$ cat config.mk
export PLATFORM = sky130hd
export DESIGN_NAME = ppcfg_seq
export DESIGN_NICKNAME = d
export VERILOG_FILES = /design/src/rtl/ppcfg_pkg.sv /design/src/rtl/ppcfg_sync.sv /design/src/rtl/ppcfg_ctrl.sv /design/src/rtl/ppcfg_dp.sv /design/src/rtl/ppcfg_seq.sv
export SDC_FILE = /design/constraint.sdc
export NUM_CORES = 1
export LEC_CHECK = 0
export BUFFER_PORTS_ARGS = -buffer_cell sky130_fd_sc_hd__buf_2
export CAP_MARGIN = 20
export CORE_MARGIN = 4
export CORE_UTILIZATION = 45
export DETAILED_ROUTE_END_ITERATION = 12
export GPL_ROUTABILITY_DRIVEN = 0
export GPL_TIMING_DRIVEN = 0
export HOLD_SLACK_MARGIN = 0.02
export PLACE_DENSITY_LB_ADDON = 0.12
export SLEW_MARGIN = 20
export SYNTH_ARGS = -nofsm -noshare
export SYNTH_HDL_FRONTEND = slang
export SYNTH_SLANG_ARGS = --single-unit
$ cat constraint.sdc
create_clock -name clk -period 4.4 [get_ports clk]
set_clock_uncertainty 0.1 [all_clocks]
set_input_delay 0.66 -clock clk [delete_from_list [all_inputs] [get_ports clk]]
set_output_delay 0.66 -clock clk [all_outputs]
set_load 0.1 [all_outputs]
$ cat src/rtl/ppcfg_pkg.sv
package ppcfg_pkg;
  typedef enum logic [2:0] {
    ERR_NONE      = 3'd0,
    ERR_MODE      = 3'd1,
    ERR_TIMEOUT   = 3'd2,
    ERR_HANDSHAKE = 3'd3,
    ERR_STATLOW   = 3'd4,
    ERR_FINAL     = 3'd5
  } errCode_e;

  typedef enum logic [4:0] {
    S_IDLE, S_CHKMODE, S_WREL1, S_SETUP, S_CELOW, S_WREL2, S_REQLO, S_WSTLO,
    S_REQHI, S_WSTHI, S_CHKDONE, S_ENABLE, S_WDATA, S_WCD, S_WUM, S_RELPINS,
    S_LASTCHK
  } state_e;

  typedef struct packed {
    logic     clrResult;
    logic     setup;
    logic     ceLow;
    logic     reqLow;
    logic     reqHigh;
    logic     enPaths;
    logic     relPins;
    logic     clrCnt;
    logic     incCnt;
    logic     finishOk;
    logic     abort;
    errCode_e code;
  } strobe_t;
endpackage

$ cat src/rtl/ppcfg_sync.sv
module ppcfg_sync #(
  parameter int W      = 8,
  parameter int STAGES = 2
) (
  input  logic         clk,
  input  logic         rstN,
  input  logic [W-1:0] d,
  output logic [W-1:0] q
);
  logic [STAGES-1:0][W-1:0] stg;

  always_ff @(posedge clk or negedge rstN) begin
    if (!rstN) stg <= '0;
    else       stg <= {stg[STAGES-2:0], d};
  end

  assign q = stg[STAGES-1];
endmodule

$ cat src/rtl/ppcfg_ctrl.sv
module ppcfg_ctrl
  import ppcfg_pkg::*;
#(
  parameter int MSEL_W = 3
) (
  input  logic              clk,
  input  logic              rstN,
  input  logic              start,
  input  logic [MSEL_W-1:0] sMode,
  input  logic              sReq,
  input  logic              sStat,
  input  logic              sDone,
  input  logic              sDoe,
  input  logic              sUser,
  input  logic              dataFin,
  input  logic              cntHit,
  output strobe_t           stb,
  output logic              busy
);
  state_e st, nx;
  logic   isWait, waitCond;
  state_e waitTgt;

  always_comb begin
    nx       = st;
    stb      = '0;
    stb.code = ERR_NONE;
    stb.clrCnt = 1'b1;
    isWait   = 1'b0;
    waitCond = 1'b0;
    waitTgt  = S_IDLE;
    case (st)
      S_IDLE:    if (start) begin nx = S_CHKMODE; stb.clrResult = 1'b1; end
      S_CHKMODE: begin
        if (|sMode[MSEL_W-1:1]) begin
          stb.abort = 1'b1; stb.code = ERR_MODE; nx = S_IDLE;
        end else nx = S_WREL1;
      end
      S_WREL1:   begin isWait = 1'b1; waitCond = sReq && sStat; waitTgt = S_SETUP; end
      S_SETUP:   begin stb.setup = 1'b1; nx = S_CELOW; end
      S_CELOW:   begin stb.ceLow = 1'b1; nx = S_WREL2; end
      S_WREL2:   begin isWait = 1'b1; waitCond = sReq && sStat; waitTgt = S_REQLO; end
      S_REQLO:   begin stb.reqLow = 1'b1; nx = S_WSTLO; end
      S_WSTLO:   begin isWait = 1'b1; waitCond = !sStat; waitTgt = S_REQHI; end
      S_REQHI:   begin stb.reqHigh = 1'b1; nx = S_WSTHI; end
      S_WSTHI:   begin isWait = 1'b1; waitCond = sStat; waitTgt = S_CHKDONE; end
      S_CHKDONE: begin
        if (!sDone && sDoe) nx = S_ENABLE;
        else begin stb.abort = 1'b1; stb.code = ERR_HANDSHAKE; nx = S_IDLE; end
      end
      S_ENABLE:  begin stb.enPaths = 1'b1; nx = S_WDATA; end
      S_WDATA:   if (dataFin) nx = S_WCD;
      S_WCD: begin
        if (!sDone && !sStat) begin
          stb.abort = 1'b1; stb.code = ERR_STATLOW; nx = S_IDLE;
        end else begin
          isWait = 1'b1; waitCond = sDone; waitTgt = S_WUM;
        end
      end
      S_WUM:     begin isWait = 1'b1; waitCond = sUser; waitTgt = S_RELPINS; end
      S_RELPINS: begin stb.relPins = 1'b1; nx = S_LASTCHK; end
      S_LASTCHK: begin
        if (sUser && sDone && sStat) begin stb.finishOk = 1'b1; nx = S_IDLE; end
        else begin stb.abort = 1'b1; stb.code = ERR_FINAL; nx = S_IDLE; end
      end
      default:   nx = S_IDLE;
    endcase
    if (isWait) begin
      if (waitCond) nx = waitTgt;
      else if (cntHit) begin
        stb.abort = 1'b1; stb.code = ERR_TIMEOUT; nx = S_IDLE;
      end else begin
        stb.clrCnt = 1'b0; stb.incCnt = 1'b1;
      end
    end
  end

  always_ff @(posedge clk or negedge rstN) begin
    if (!rstN) st <= S_IDLE;
    else       st <= nx;
  end

  assign busy = (st != S_IDLE);

  AST_SETUP_AFTER_FREE: assert property (@(posedge clk) disable iff (!rstN)
    (st == S_SETUP) |-> $past(sReq && sStat));
  AST_ENABLE_AFTER_CHECK: assert property (@(posedge clk) disable iff (!rstN)
    (st == S_ENABLE) |-> $past(!sDone && sDoe));
  AST_STATLOW_ABORTS: assert property (@(posedge clk) disable iff (!rstN)
    (st == S_WCD && !sDone && !sStat) |=> (st == S_IDLE));
endmodule

$ cat src/rtl/ppcfg_dp.sv
module ppcfg_dp
  import ppcfg_pkg::*;
#(
  parameter int TMO_CYCLES = 1000,
  localparam int CNT_W = $clog2(TMO_CYCLES + 1)
) (
  input  logic     clk,
  input  logic     rstN,
  input  strobe_t  stb,
  output logic     cntHit,
  output logic     ceN,
  output logic     prReq,
  output logic     reqOut,
  output logic     statOe,
  output logic     doneOe,
  output logic     cfgOvrDisN,
  output logic     reqOvrDisN,
  output logic     statOvrDisN,
  output logic     doneOvrDisN,
  output logic     dataEn,
  output logic     ctrlEn,
  output logic     cfgOk,
  output errCode_e errCode
);
  logic [CNT_W-1:0] cnt;

  assign cntHit = (cnt == CNT_W'(TMO_CYCLES));

  always_ff @(posedge clk or negedge rstN) begin
    if (!rstN) cnt <= '0;
    else if (stb.clrCnt) cnt <= '0;
    else if (stb.incCnt) cnt <= cnt + 1'b1;
  end

  always_ff @(posedge clk or negedge rstN) begin
    if (!rstN) begin
      ceN <= 1'b1; prReq <= 1'b0; reqOut <= 1'b1; statOe <= 1'b0; doneOe <= 1'b0;
      cfgOvrDisN <= 1'b1; reqOvrDisN <= 1'b1; statOvrDisN <= 1'b1; doneOvrDisN <= 1'b1;
      dataEn <= 1'b0; ctrlEn <= 1'b0; cfgOk <= 1'b0; errCode <= ERR_NONE;
    end else begin
      if (stb.clrResult) begin cfgOk <= 1'b0; errCode <= ERR_NONE; end
      if (stb.setup) begin
        ceN <= 1'b1; prReq <= 1'b0; reqOut <= 1'b1; statOe <= 1'b0; doneOe <= 1'b0;
        dataEn <= 1'b0; ctrlEn <= 1'b0;
        cfgOvrDisN <= 1'b0; reqOvrDisN <= 1'b0; statOvrDisN <= 1'b1; doneOvrDisN <= 1'b1;
      end
      if (stb.ceLow)   ceN <= 1'b0;
      if (stb.reqLow)  reqOut <= 1'b0;
      if (stb.reqHigh) reqOut <= 1'b1;
      if (stb.enPaths) begin dataEn <= 1'b1; ctrlEn <= 1'b1; end
      if (stb.relPins) begin
        dataEn <= 1'b0; ctrlEn <= 1'b0; cfgOvrDisN <= 1'b1; reqOvrDisN <= 1'b1; ceN <= 1'b1;
      end
      if (stb.finishOk) cfgOk <= 1'b1;
      if (stb.abort) begin errCode <= stb.code; dataEn <= 1'b0; ctrlEn <= 1'b0; end
    end
  end

  AST_ENABLE_WHEN_SELECTED: assert property (@(posedge clk) disable iff (!rstN)
    $rose(dataEn) |-> (reqOut && !ceN && ctrlEn));
  AST_PULSE_WHEN_SELECTED: assert property (@(posedge clk) disable iff (!rstN)
    $fell(reqOut) |-> !ceN);
  AST_SELECT_WITH_OVERRIDES: assert property (@(posedge clk) disable iff (!rstN)
    !ceN |-> (!cfgOvrDisN && !reqOvrDisN && statOvrDisN && doneOvrDisN));
  AST_CNT_BOUND: assert property (@(posedge clk) disable iff (!rstN)
    cnt <= CNT_W'(TMO_CYCLES));
endmodule

$ cat src/rtl/ppcfg_seq.sv
module ppcfg_seq
  import ppcfg_pkg::*;
#(
  parameter int MSEL_W     = 3,
  parameter int CLK_KHZ    = 100000,
  parameter int TMO_CYCLES = CLK_KHZ * 1000,
  localparam int SYN_W     = MSEL_W + 5
) (
  input  logic              clk,
  input  logic              rstN,
  input  logic              start,
  input  logic [MSEL_W-1:0] modeSel,
  input  logic              reqPinIn,
  input  logic              statPinIn,
  input  logic              donePinIn,
  input  logic              doneOeIn,
  input  logic              userModeIn,
  input  logic              dataFinished,
  output logic              ceN,
  output logic              prReq,
  output logic              reqOut,
  output logic              statOe,
  output logic              doneOe,
  output logic              cfgOvrDisN,
  output logic              reqOvrDisN,
  output logic              statOvrDisN,
  output logic              doneOvrDisN,
  output logic              dataEn,
  output logic              ctrlEn,
  output logic              busy,
  output logic              cfgOk,
  output logic [2:0]        errCode
);
  logic [SYN_W-1:0]  synOut;
  logic [MSEL_W-1:0] sMode;
  logic              sReq, sStat, sDone, sDoe, sUser, cntHit;
  strobe_t           stb;
  errCode_e          errQ;

  ppcfg_sync #(.W(SYN_W), .STAGES(2)) u_sync (
    .clk(clk), .rstN(rstN),
    .d({modeSel, reqPinIn, statPinIn, donePinIn, doneOeIn, userModeIn}),
    .q(synOut)
  );
  assign {sMode, sReq, sStat, sDone, sDoe, sUser} = synOut;

  ppcfg_ctrl #(.MSEL_W(MSEL_W)) u_ctrl (
    .clk(clk), .rstN(rstN), .start(start), .sMode(sMode), .sReq(sReq),
    .sStat(sStat), .sDone(sDone), .sDoe(sDoe), .sUser(sUser),
    .dataFin(dataFinished), .cntHit(cntHit), .stb(stb), .busy(busy)
  );

  ppcfg_dp #(.TMO_CYCLES(TMO_CYCLES)) u_dp (
    .clk(clk), .rstN(rstN), .stb(stb), .cntHit(cntHit), .ceN(ceN),
    .prReq(prReq), .reqOut(reqOut), .statOe(statOe), .doneOe(doneOe),
    .cfgOvrDisN(cfgOvrDisN), .reqOvrDisN(reqOvrDisN),
    .statOvrDisN(statOvrDisN), .doneOvrDisN(doneOvrDisN),
    .dataEn(dataEn), .ctrlEn(ctrlEn), .cfgOk(cfgOk), .errCode(errQ)
  );
  assign errCode = errQ;

  AST_MODE_NO_DRIVE: assert property (@(posedge clk) disable iff (!rstN)
    (errCode == ERR_MODE) |-> ($stable(reqOut) && $stable(ceN)));
  AST_OK_RELEASED: assert property (@(posedge clk) disable iff (!rstN)
    cfgOk |-> (ceN && !dataEn && !ctrlEn && cfgOvrDisN && reqOvrDisN));
endmodule

==> key figures, run 1 <==
Power
  • Clk pwr share: 19.6%
  • Int Pwr: approximately 1000 uW
  • Sequential group share of total power: between 30% and 40%
  • LEAKAGE: about 1.3 nW
  • Comb pwr share: between 40% and 50%
  • P per Cell Area: around 530 nW/um2
  • Sw frac: 44.28%
  • P_sw: around 800 uW
  • Peak supply drop: 0.2144 mV

Timing
  • Final setup margin: roughly 1500 ps
  • Final worst path period share: about two thirds
  • Post-route minimum period: slightly below 3000 ps
  • Hold Fails Final Rpt: 0
  • Max-slew headroom: between 50% and 60%
  • Min Hold Slack: 234.2 ps
  • RSZ-0062 raised after global routing: no
  • Fin Setup TNS: 0 ps
  • Worst slew pin tran: ~680 ps
  • Slew Limit Fails: 0
  • Max Clk Rate: 0.3410 GHz
  • Finish-stage setup viols: 0

Yosys
  • Seq cells post-synth: 54
  • Area leader, netlist: dfrtp_1
  • Synth warn: 0
  • Cell variety after synth: between 50 and 60
  • Mapped Avg Cell Area: ~10 um2
  • Synthesized area: just over 3000 um2
  • Synthesized instance count: between 300 and 400
  • Async SR Flop Fraction: 100.0%
  • Most used DFF post-synth: dfrtp_1
  • Sequential share of the synthesized area: between 40% and 50%
  • Share of the synthesized area in the top cell type: a little over two fifths
  • Largest cells by area after synthesis: dfrtp_1 (42%), nor2_4 (6.7%), xnor2_1 (6.0%), nor2_1 (3.0%), dfstp_2 (2.6%)
  • Post-synth EDFFs: 0

Critical path
  • FF-to-FF Start: u_ctrl.st[3]
  • CP cell instances: buf_6 > clkbuf_1 > nor4_1 > nand2_1 > buf_2
  • Crit-path max FO: 10
  • FF-to-FF path depth: 7
  • FF-to-FF setup slack: ~2200 ps
  • CP max stage delay: between 600 and 700 ps
  • Arr. time, crit path: 2170 ps
  • CP endpoint kind: output port
  • Setup CP Type: reg -> out
  • Crit path required time: approximately 3600 ps
  • Worst r2r dst: u_dp.errCode[1]
  • Worst path slowest cell: nor4_1
  • Worst Setup Start Kind: register

Cells and area
  • Layout Utilization: 52.19%
  • Area Overhead vs Synth: 10.77%
  • Ant diodes: 0
  • Net count reported at finish: 347
  • Share of layout cells above drive strength 1: 22.52%

Worst hold path
  • Min-Delay Endpoint: u_sync.q[3]
  • Worst min-delay path startpoint: u_sync.stg[3]
  • Hold Crit Class: reg -> reg
  • Hold depth: 0

Floorplanning
  • Vert. Die Dim: approximately 90 um
  • Starting Density: a little under half
  • I/O pin cnt: 28
  • Rows: 29
  • Die Wd: 90.23 um
  • Die area: slightly above 8000 um2
  • Core area: between 6000 and 7000 um2

Global routing
  • Vias in the first global route: roughly 2200
  • GRT overflow: 0
  • Maximum number of pins on one net before global-route repair: between 50 and 60
  • Global-route wire length before repair: about 10 mm
  • All-Layer GR Usage: 15.38%
  • Initial antenna violation count: 0

CTS
  • Root buffer cell: clkbuf_8
  • CTS resizes: 0
  • CTS tree: yes
  • Post-CTS Setup Bufs: 0
  • Max clock buf depth: 2
  • H-tree depth: 2
  • Worst-Skew Late Latency: ~320 ps
  • CTS Buf Count: 5
  • Post-CTS Hold Buffers: 0
  • Clock Sinks: 54
  • CTS clk-pin slew, worst paths: between 100 and 150 ps

Drt
  • Vias/cell: roughly 5.5
  • Via Count: roughly 2300
  • Post-route ant nets: 0
  • DRC viols: 0
  • Pre-Repair DR Iteration Count: 4
  • DRT iter0 DRCs: between 150 and 200
  • Final WL: 6.076 mm
  • Avg WL per Cell: approximately 15 um

Placed design
  • Port bufs: 21
  • Post-DP HPWL: about 4.2 mm
  • Post-Place Worst Slack: approximately 1800 ps

Status
  • Status: completed

Flow run
  • Max_cap viols: 0
-- synthesized netlist by cell type, drive strengths merged, types with 2 or more instances --
cell type and n:
dfstp 3, nor2b 3, ha 2, or2 3, nor4b 4, nand3 14, nand4 10, a21oi 8
a32o 3, inv 10, o211ai 3, and3 2, conb 2, nand3b 3, xnor2 21, nor3b 2
nor4 7, o21ai 15, nand2 16, clkbuf 8, and4 3, dfrtp 51, o31ai 2, a21o 2
buf 15, a31oi 2, xor2 6, a22oi 3, nor2 44, nand2b 5, nor3 14
-- worst max path at each step --
| stage | start | endpoint | slack (ps) | cells after the start |
|---|---|---|---|---|
| floorplan | u_ctrl.st[3] | busy | 1860 | 4 |
| global placement | u_ctrl.st[3] | busy | 1870 | 5 |
| detailed placement | u_ctrl.st[3] | busy | 1840 | 5 |
| CTS | u_ctrl.st[3] | busy | 1490 | 5 |
| global route | u_ctrl.st[3] | busy | 1330 | 5 |
| finish | u_ctrl.st[3] | busy | 1470 | 5 |
-- area by class of cell --
cell class / instances / area [um2]
buffer: 23 / 177.7
clock buffer: 6 / 82.58
clock inverter: 1 / 30.03
fill: 607 / 3088
inverter: 10 / 37.54
multi-input combinational: 218 / 1484
sequential: 54 / 1355
tap: 77 / 96.34
timing repair buffer: 21 / 107.6
-- cell usage in the layout (no fill, tap or decap), types with 3 or more instances in the layout --
| cell type | n |
|---|---|
| nand2b_1 | 4 |
| o211ai_1 | 3 |
| a22oi_1 | 3 |
| nor2_4 | 18 |
| buf_2 | 21 |
| dfrtp_1 | 51 |
| nand4_1 | 9 |
| nand3_1 | 14 |
| conb_1 | 5 |
| nor4b_1 | 4 |
| buf_6 | 4 |
| a32o_1 | 3 |
| xnor2_1 | 21 |
| clkbuf_1 | 7 |
| nand2_1 | 16 |
| buf_4 | 8 |
| nand3b_1 | 3 |
| a21oi_1 | 8 |
| nor2b_1 | 3 |
| o21ai_0 | 15 |
| dfstp_2 | 3 |
| nor4_1 | 6 |
| inv_1 | 10 |
| nor3_1 | 14 |
| nor2_1 | 24 |
| clkbuf_8 | 6 |
| xor2_1 | 6 |
-- stage by stage --
stage / total power, mW / instances / area [um2]
after detailed placement: 1.426 / 403 / 3258
final: 1.770 / 410 / 3371
after global placement: 1.422 / 403 / 3256
after CTS: 1.781 / 410 / 3371
after floorplan: 1.281 / 305 / 3054
after global routing: 1.875 / 410 / 3371
-- metal layers --
| metal | vias up | routed length (um) | global-route usage [%] |
|---|---|---|---|
| li1 | 1106 | - | - |
| met1 | 1066 | 2988 | 22.90 |
| met2 | 72 | 2579 | 22.28 |
| met3 | 7 | 441 | 3.422 |
| met4 | 0 | 67 | 4.592 |
| met5 | - | 0 | 0 |
-- worst max-delay path, delay by kind of cell, from the launching register on --
kind / cells / cell delay [ps]
and+or+nand+nor: 2 / 790
buffers and inverters: 3 / 700
DFF: 1 / 380
-- registers in the layout, indices dropped and copies added, names as in the netlist --
register         flops
u_dp.cfgOk           1
u_dp.ceN             1
u_sync.q             7
u_dp.cnt            27
u_dp.errCode         3
u_sync.stg           7
u_dp.cfgOvrDisN      1
u_ctrl.st            5
u_dp.dataEn          1
u_dp.reqOut          1
-- kinds of logic after synthesis --
| logic type | count (synthesis) | synth area share (%) |
|---|---|---|
| compound gates | 48 | 10.69 |
| flops | 54 | 44.53 |
| fa+ha+maj | 2 | 0.8222 |
| buf+inv | 33 | 7.072 |
| simple gates | 136 | 28.87 |
| other cells | 2 | 0.2468 |
| xor+xnor | 27 | 7.771 |
-- power by group through the flow --
stage | combinational (mW) | clock [mW] | sequential (mW)
after floorplan | 0.578 | 0 | 0.703
after global placement | 0.834 | 0 | 0.588
after detailed placement | 0.836 | 0 | 0.590
after CTS | 0.842 | 0.359 | 0.580
after global routing | 0.910 | 0.377 | 0.588
final | 0.844 | 0.347 | 0.579
(Power assumes the default switching activity.)
==> inputs of run 2 (changes only) <==
==> constraint.sdc (replaced) <==
create_clock -name clk -period 2.55 [get_ports clk]
set_clock_uncertainty 0.1 [all_clocks]
set_input_delay 0.3825 -clock clk [delete_from_list [all_inputs] [get_ports clk]]
set_output_delay 0.3825 -clock clk [all_outputs]
set_load 0.1 [all_outputs]
==> run 2 against run 1 <==
Routed wire length up 0.35%. Die area unchanged. Final area up 0.19%. Clock-buffer cell count unchanged. The flow now finishes with violations (hold timing). Largest power group unchanged.
==> key figures, run 2 (synthesis results as in run 1) <==
Status
  • Status: finished with violations
  • Failing checks: hold timing

Drt
  • Vias/cell: 5.500 (+0.18%)
  • Pre-Repair DR Iteration Count: 5 (+1)
  • Post-route ant nets: 0 (unchanged)
  • Final WL: 6.097 mm (+0.35%)
  • DRC viols: 0 (unchanged)
  • Avg WL per Cell: 14.87 um (+0.35%)
  • Via Count: 2255 (+0.18%)
  • DRT iter0 DRCs: 194 (+15%)

Cells and area
  • Share of layout cells above drive strength 1: 22.82% (+0.30 points)
  • Area Overhead vs Synth: 10.98%
  • FF/Latch Area: 1355 um2 (unchanged)
  • Net count reported at finish: 347 (unchanged)
  • Ant diodes: 0 (unchanged)
  • Commonest non-fill, non-tap cell in the layout: dfrtp_1
  • Most frequent cells in the layout: dfrtp_1 (51), nor2_1 (24), buf_2 (21), xnor2_1 (21), nor2_4 (18)
  • Non-Filler Instances: 410 (unchanged)
  • Most flops, register: u_dp.cnt
  • Largest register FFs: 27 (unchanged)
  • Layout Utilization: 52.29% (+0.097 points)
  • Filler instances: 608 (+0.16%)
  • Combined area of the multi-input logic cells: 1490 um2 (+0.42%)

Power
  • Peak supply drop: 0.3758 mV (+75%)
  • LEAKAGE: 1.344 nW (about the same)
  • P per Cell Area: 906.9 nW/um2 (+73%)

Critical path
  • Setup CP Type: reg -> out
  • Worst Setup Start Kind: register
  • Arr. time, crit path: 1950 ps (-220 ps)
  • CP endpoint kind: output port
  • Crit path required time: 2070 ps (-1570 ps)
  • Crit-path max FO: 10 (unchanged)
  • FF-to-FF setup slack: 370 ps (-1830 ps)

Timing
  • Post-route minimum period: 2436 ps
  • Hold Fails Final Rpt: 3 (+3)
  • Worst slew pin tran: 663.0 ps (-17.06 ps)
  • Max-slew headroom: 55.80% (+1.6 points)
  • Min Hold Slack: -5.119 ps (-239.3 ps)
  • Fin Setup TNS: 0 ps (unchanged)
  • RSZ-0062 raised after global routing: no
  • Final worst path period share: roughly 96%
  • Max Clk Rate: approximately 0.41 GHz
  • Final setup margin: 113.9 ps (-1353 ps)
  • Slew Limit Fails: 0 (unchanged)
  • Finish-stage setup viols: 0 (unchanged)

Floorplanning
  • Core area: 6459 um2 (unchanged)
  • Die area: 8141 um2 (unchanged)
  • Rows: 29 (unchanged)
  • I/O pin cnt: 28 (unchanged)
  • Vert. Die Dim: 90.23 um (unchanged)
  • Die Wd: 90.23 um (unchanged)
  • Starting Density: 47.11% (unchanged)

Global routing
  • All-Layer GR Usage: 15.36% (-0.018 points)
  • Vias in the first global route: 2149 (-0.14%)
  • GRT overflow: 0 (unchanged)
  • Maximum number of pins on one net before global-route repair: 55 (unchanged)
  • Initial antenna violation count: 0 (unchanged)
  • Global-route wire length before repair: 10.43 mm (-0.13%)

CTS
  • Root buffer cell: clkbuf_8
  • CTS resizes: 1 (+1)
  • Post-CTS Setup Bufs: 0 (unchanged)
  • H-tree depth: 2 (unchanged)
  • CTS tree: yes
  • Worst-Skew Late Latency: 320 ps (about the same)
  • CTS clk-pin slew, worst paths: 110 ps (about the same)
  • Max clock buf depth: 2 (unchanged)
  • Post-CTS Hold Buffers: 0 (unchanged)
  • CTS Buf Count: 5 (unchanged)
  • Clock Sinks: 54 (unchanged)

Placed design
  • Port bufs: 21 (unchanged)
  • Inst Count DP: 403 (unchanged)
  • Post-Place Worst Slack: 264.1 ps (-1572 ps)
  • Post-DP HPWL: 4.217 mm (unchanged)

Flow run
  • Max_cap viols: 0 (unchanged)

Worst hold path
  • Hold Crit Class: in -> async
run 2: cell counts in the layout (fill, tap and decap cells not counted):
No cell type changed its count.
run 2: stage by stage:
stage | total power [mW] | hold slack [ps] | instance area (um2)
floorplan | 2.210 | -13.09 | 3054
global placement | 2.453 | 233.7 | 3256
detailed placement | 2.460 | 234.7 | 3258
CTS | 3.081 | 30.64 | 3377
global route | 3.242 | 57.90 | 3377
finish | 3.063 | -5.119 | 3377
run 2: layer usage:
layer  GRT usage (%)  vias up  wire [um]
li1                -     1103          -
met1           22.90     1068       3103
met2           22.22       77       2547
met3           3.422        7        375
met4           4.592        0         70
met5               0        -          0
run 2: final timing paths:
check                           depth (start not counted)     startpoint            end
worst min-delay path                                    1           rstN   u_ctrl.st[2]
worst max register to register                          9    u_dp.cnt[0]   u_dp.cnt[24]
max in group asynchronous                               1           rstN   u_dp.cnt[24]
worst min register to register                          0  u_sync.stg[3]    u_sync.q[3]
worst max-delay path                                    5   u_ctrl.st[3]           busy
min in group clk                                        1     modeSel[1]  u_sync.stg[6]
run 2: power by group:
group | total, mW | internal [mW] | switching, mW
registers | 1.00 | 0.942 | 0.0578
clock network | 0.600 | 0.315 | 0.286
logic | 1.46 | 0.449 | 1.01
total | 3.06 | 1.71 | 1.36
run 2: worst max-delay path: stages (launching register included):
cell	delay [ps]
dfrtp_1	380
buf_6	140
clkbuf_1	240
nor4_2	450
nand2_1	130
buf_2	310
run 2: area by class of cell:
type / count / share of cell area (%)
repair buffers: 21 / 3.186
multi-input cells: 218 / 44.13
well taps: 77 / 2.853
clock buffers: 6 / 2.445
plain buffers: 23 / 5.261
clock inverters: 1 / 0.8892
inverters: 10 / 1.112
flip-flops and latches: 54 / 40.13
==> inputs of run 3 (changes only) <==
--- a/config.mk
+++ b/config.mk
@@ -7,8 +7,11 @@
 export LEC_CHECK = 0
 export BUFFER_PORTS_ARGS = -buffer_cell sky130_fd_sc_hd__buf_2
 export CAP_MARGIN = 20
-export CORE_MARGIN = 4
-export CORE_UTILIZATION = 45
+export CELL_PAD_IN_SITES_DETAIL_PLACEMENT = 1
+export CELL_PAD_IN_SITES_GLOBAL_PLACEMENT = 1
+export CORE_ASPECT_RATIO = 1.25
+export CORE_MARGIN = 3
+export CORE_UTILIZATION = 42
 export DETAILED_ROUTE_END_ITERATION = 12
 export GPL_ROUTABILITY_DRIVEN = 0
 export GPL_TIMING_DRIVEN = 0
==> run 3 against run 2 <==
The run still ends with hold timing left. Global-route usage is 3.1 points higher. Cell count grew 3.4%. Final area up 1.6%. Die area up 2.1%. Sequential power barely moved. Sequential share of layout area is 0.64 points lower. Largest cell class unchanged.
==> key figures, run 3 (synthesis results as in run 1) <==
Status
  • Status: finished with violations
  • Failing checks: hold timing

CTS
  • CTS Buf Count: 5 (unchanged)
  • Max clock buf depth: 2 (unchanged)
  • Clock Sinks: 54 (unchanged)
  • CTS clk-pin slew, worst paths: 100 ps (about the same)
  • H-tree depth: 2 (unchanged)
  • Root buffer cell: clkbuf_8
  • Worst-Skew Late Latency: 310 ps (about the same)
  • CTS tree: yes

Timing
  • Slew Limit Fails: 0 (unchanged)
  • Final worst path period share: 93.52% (-2.0 points)
  • Min Hold Slack: -3.446 ps (+1.673 ps)
  • Finish-stage setup viols: 0 (unchanged)
  • Max Clk Rate: 0.4193 GHz (+2.2%)
  • Worst slew pin tran: 715.6 ps (+52.58 ps)
  • Fin Setup TNS: 0 ps (unchanged)
  • Post-route minimum period: 2385 ps (-51.32 ps)
  • Max-slew headroom: 52.29% (-3.5 points)
  • Hold Fails Final Rpt: 2 (-1)
  • RSZ-0062 raised after global routing: no

Cells and area
  • Share of layout cells above drive strength 1: 23.05% (+0.23 points)
  • Commonest non-fill, non-tap cell in the layout: dfrtp_1
  • Most flops, register: u_dp.cnt
  • Largest register FFs: 27 (unchanged)
  • Most frequent cells in the layout: dfrtp_1 (51), nor2_1 (24), buf_2 (21), xnor2_1 (21), nor2_4 (18)
  • Area Overhead vs Synth: 12.79%
  • Filler instances: 831 (+37%)
  • Final instance area: 3432 um2 (+1.6%)
  • Net count reported at finish: 347 (unchanged)
  • Ant diodes: 0 (unchanged)

Drt
  • Final WL: 7.032 mm (+15%)
  • DRT iter0 DRCs: 68 (-65%)
  • DRC viols: 0 (unchanged)
  • Vias/cell: 5.524 (+0.43%)
  • Avg WL per Cell: 16.58 um (+12%)
  • Via Count: 2342 (+3.9%)
  • Post-route ant nets: 0 (unchanged)
  • Pre-Repair DR Iteration Count: 4 (-1)

Flow run
  • Max_cap viols: 0 (unchanged)

Global routing
  • All-Layer GR Usage: 18.46% (+3.1 points)
  • Global-route wire length before repair: 11.87 mm (+14%)
  • Initial antenna violation count: 0 (unchanged)
  • GRT overflow: 0 (unchanged)
  • Maximum number of pins on one net before global-route repair: 55 (unchanged)
  • Vias in the first global route: 2430 (+13%)

Critical path
  • Worst Setup Start Kind: register
  • Arr. time, crit path: 1900 ps (-50 ps)
  • CP cell instances: buf_6 > clkbuf_1 > nor4_4 > nand2_1 > buf_2
  • CP max stage delay: 390 ps (-60 ps)
  • Crit path required time: 2070 ps (about the same)
  • FF-to-FF path depth: 8 (-1)
  • Worst path slowest cell: dfrtp_1
  • CP delay by family, top: buffers and inverters
  • Worst path bufs/invs: 3 (unchanged)
  • CP endpoint kind: output port
  • Setup CP Type: reg -> out
  • Crit-path max FO: 10 (unchanged)
  • WP depth: 5 (unchanged)

Power
  • LEAKAGE: 1.360 nW (+1.2%)
  • Total power: 3.207 mW (+4.7%)
  • Peak supply drop: 0.4882 mV (+30%)
  • P per Cell Area: 934.5 nW/um2 (+3.0%)

Placed design
  • Placed cell area: 3274 um2 (+0.50%)
  • Post-DP HPWL: 5.049 mm (+20%)
  • Port bufs: 21 (unchanged)

Floorplanning
  • Starting Density: 43.35% (-3.8 points)
  • Core area: 7019 um2 (+8.7%)
  • Rows: 34 (+17%)
  • Die Wd: 82.13 um (-9.0%)
  • Die area: 8309 um2 (+2.1%)
  • I/O pin cnt: 28 (unchanged)
  • Vert. Die Dim: 101.2 um (+12%)

Worst hold path
  • Hold Crit Class: in -> async
[run 3: cell type report]
type / count / area, um2 / share of cell area [%]
Clock buffer: 6 / 82.58 / 2.406
Multi-Input combinational cell: 218 / 1499 / 43.67
Inverter: 10 / 37.54 / 1.094
Clock inverter: 2 / 60.06 / 1.750
Timing Repair Buffer: 21 / 107.6 / 3.135
Sequential cell: 54 / 1355 / 39.48
Tap cell: 90 / 112.6 / 3.281
Buffer: 23 / 177.7 / 5.177
[run 3: repair_timing]
item,in CTS,in global routing
setup buffers,0,0
gates resized for setup,1,1
hold buffers,0,0
endpoints found under the setup margin,1,1
[run 3: path summary, 6_finish.rpt]
path | from | to | slack, ps
hold reg to reg | u_sync.stg[2] | u_sync.q[2] | 250
max in group asynchronous | rstN | u_sync.stg[0] | 1860
min in group clk | doneOeIn | u_sync.stg[1] | 70
hold / removal | rstN | u_sync.stg[7] | -3
setup / recovery | u_ctrl.st[3] | busy | 170
setup reg to reg | u_ctrl.st[4] | u_dp.cnt[6] | 320
[run 3: worst reg2reg max path: stages, from the launching register on]
cell and delay [ps]:
dfrtp_1 330, clkbuf_1 280, inv_1 260, o211ai_1 200, o211ai_1 170, or3b_1 390
buf_6 160, buf_12 160, nor2_4 110
[run 3: metrics by stage]
| step | util, % | hold WS [ps] | cells | setup WS [ps] |
|---|---|---|---|---|
| after floorplan | - | -13.09 | 305 | 67.77 |
| after global placement | 46.61 | 234.1 | 416 | 260.1 |
| after detailed placement | 46.65 | 236.3 | 416 | 259.9 |
| after CTS | 48.77 | 37.19 | 424 | 85.87 |
| after global routing | 48.89 | 42.92 | 424 | 39.56 |
| final | 48.89 | -3.446 | 424 | 165.3 |
[run 3: routing by layer]
| layer | vias up | part of all wire [%] | track usage [%] |
|---|---|---|---|
| li1 | 1110 | - | - |
| met1 | 1171 | 41 | 21.94 |
| met2 | 43 | 54 | 32.23 |
| met3 | 18 | 2.4 | 3.203 |
| met4 | 0 | 2.7 | 8.056 |
| met5 | - | 0 | 0 |
[run 3: report_power, final]
part | switching [mW] | internal [mW] | leakage, nW
Clock | 0.291 | 0.419 | 0.0714
Sequential | 0.0620 | 0.942 | 0.703
Combinational | 1.04 | 0.455 | 0.586
Total | 1.39 | 1.82 | 1.36
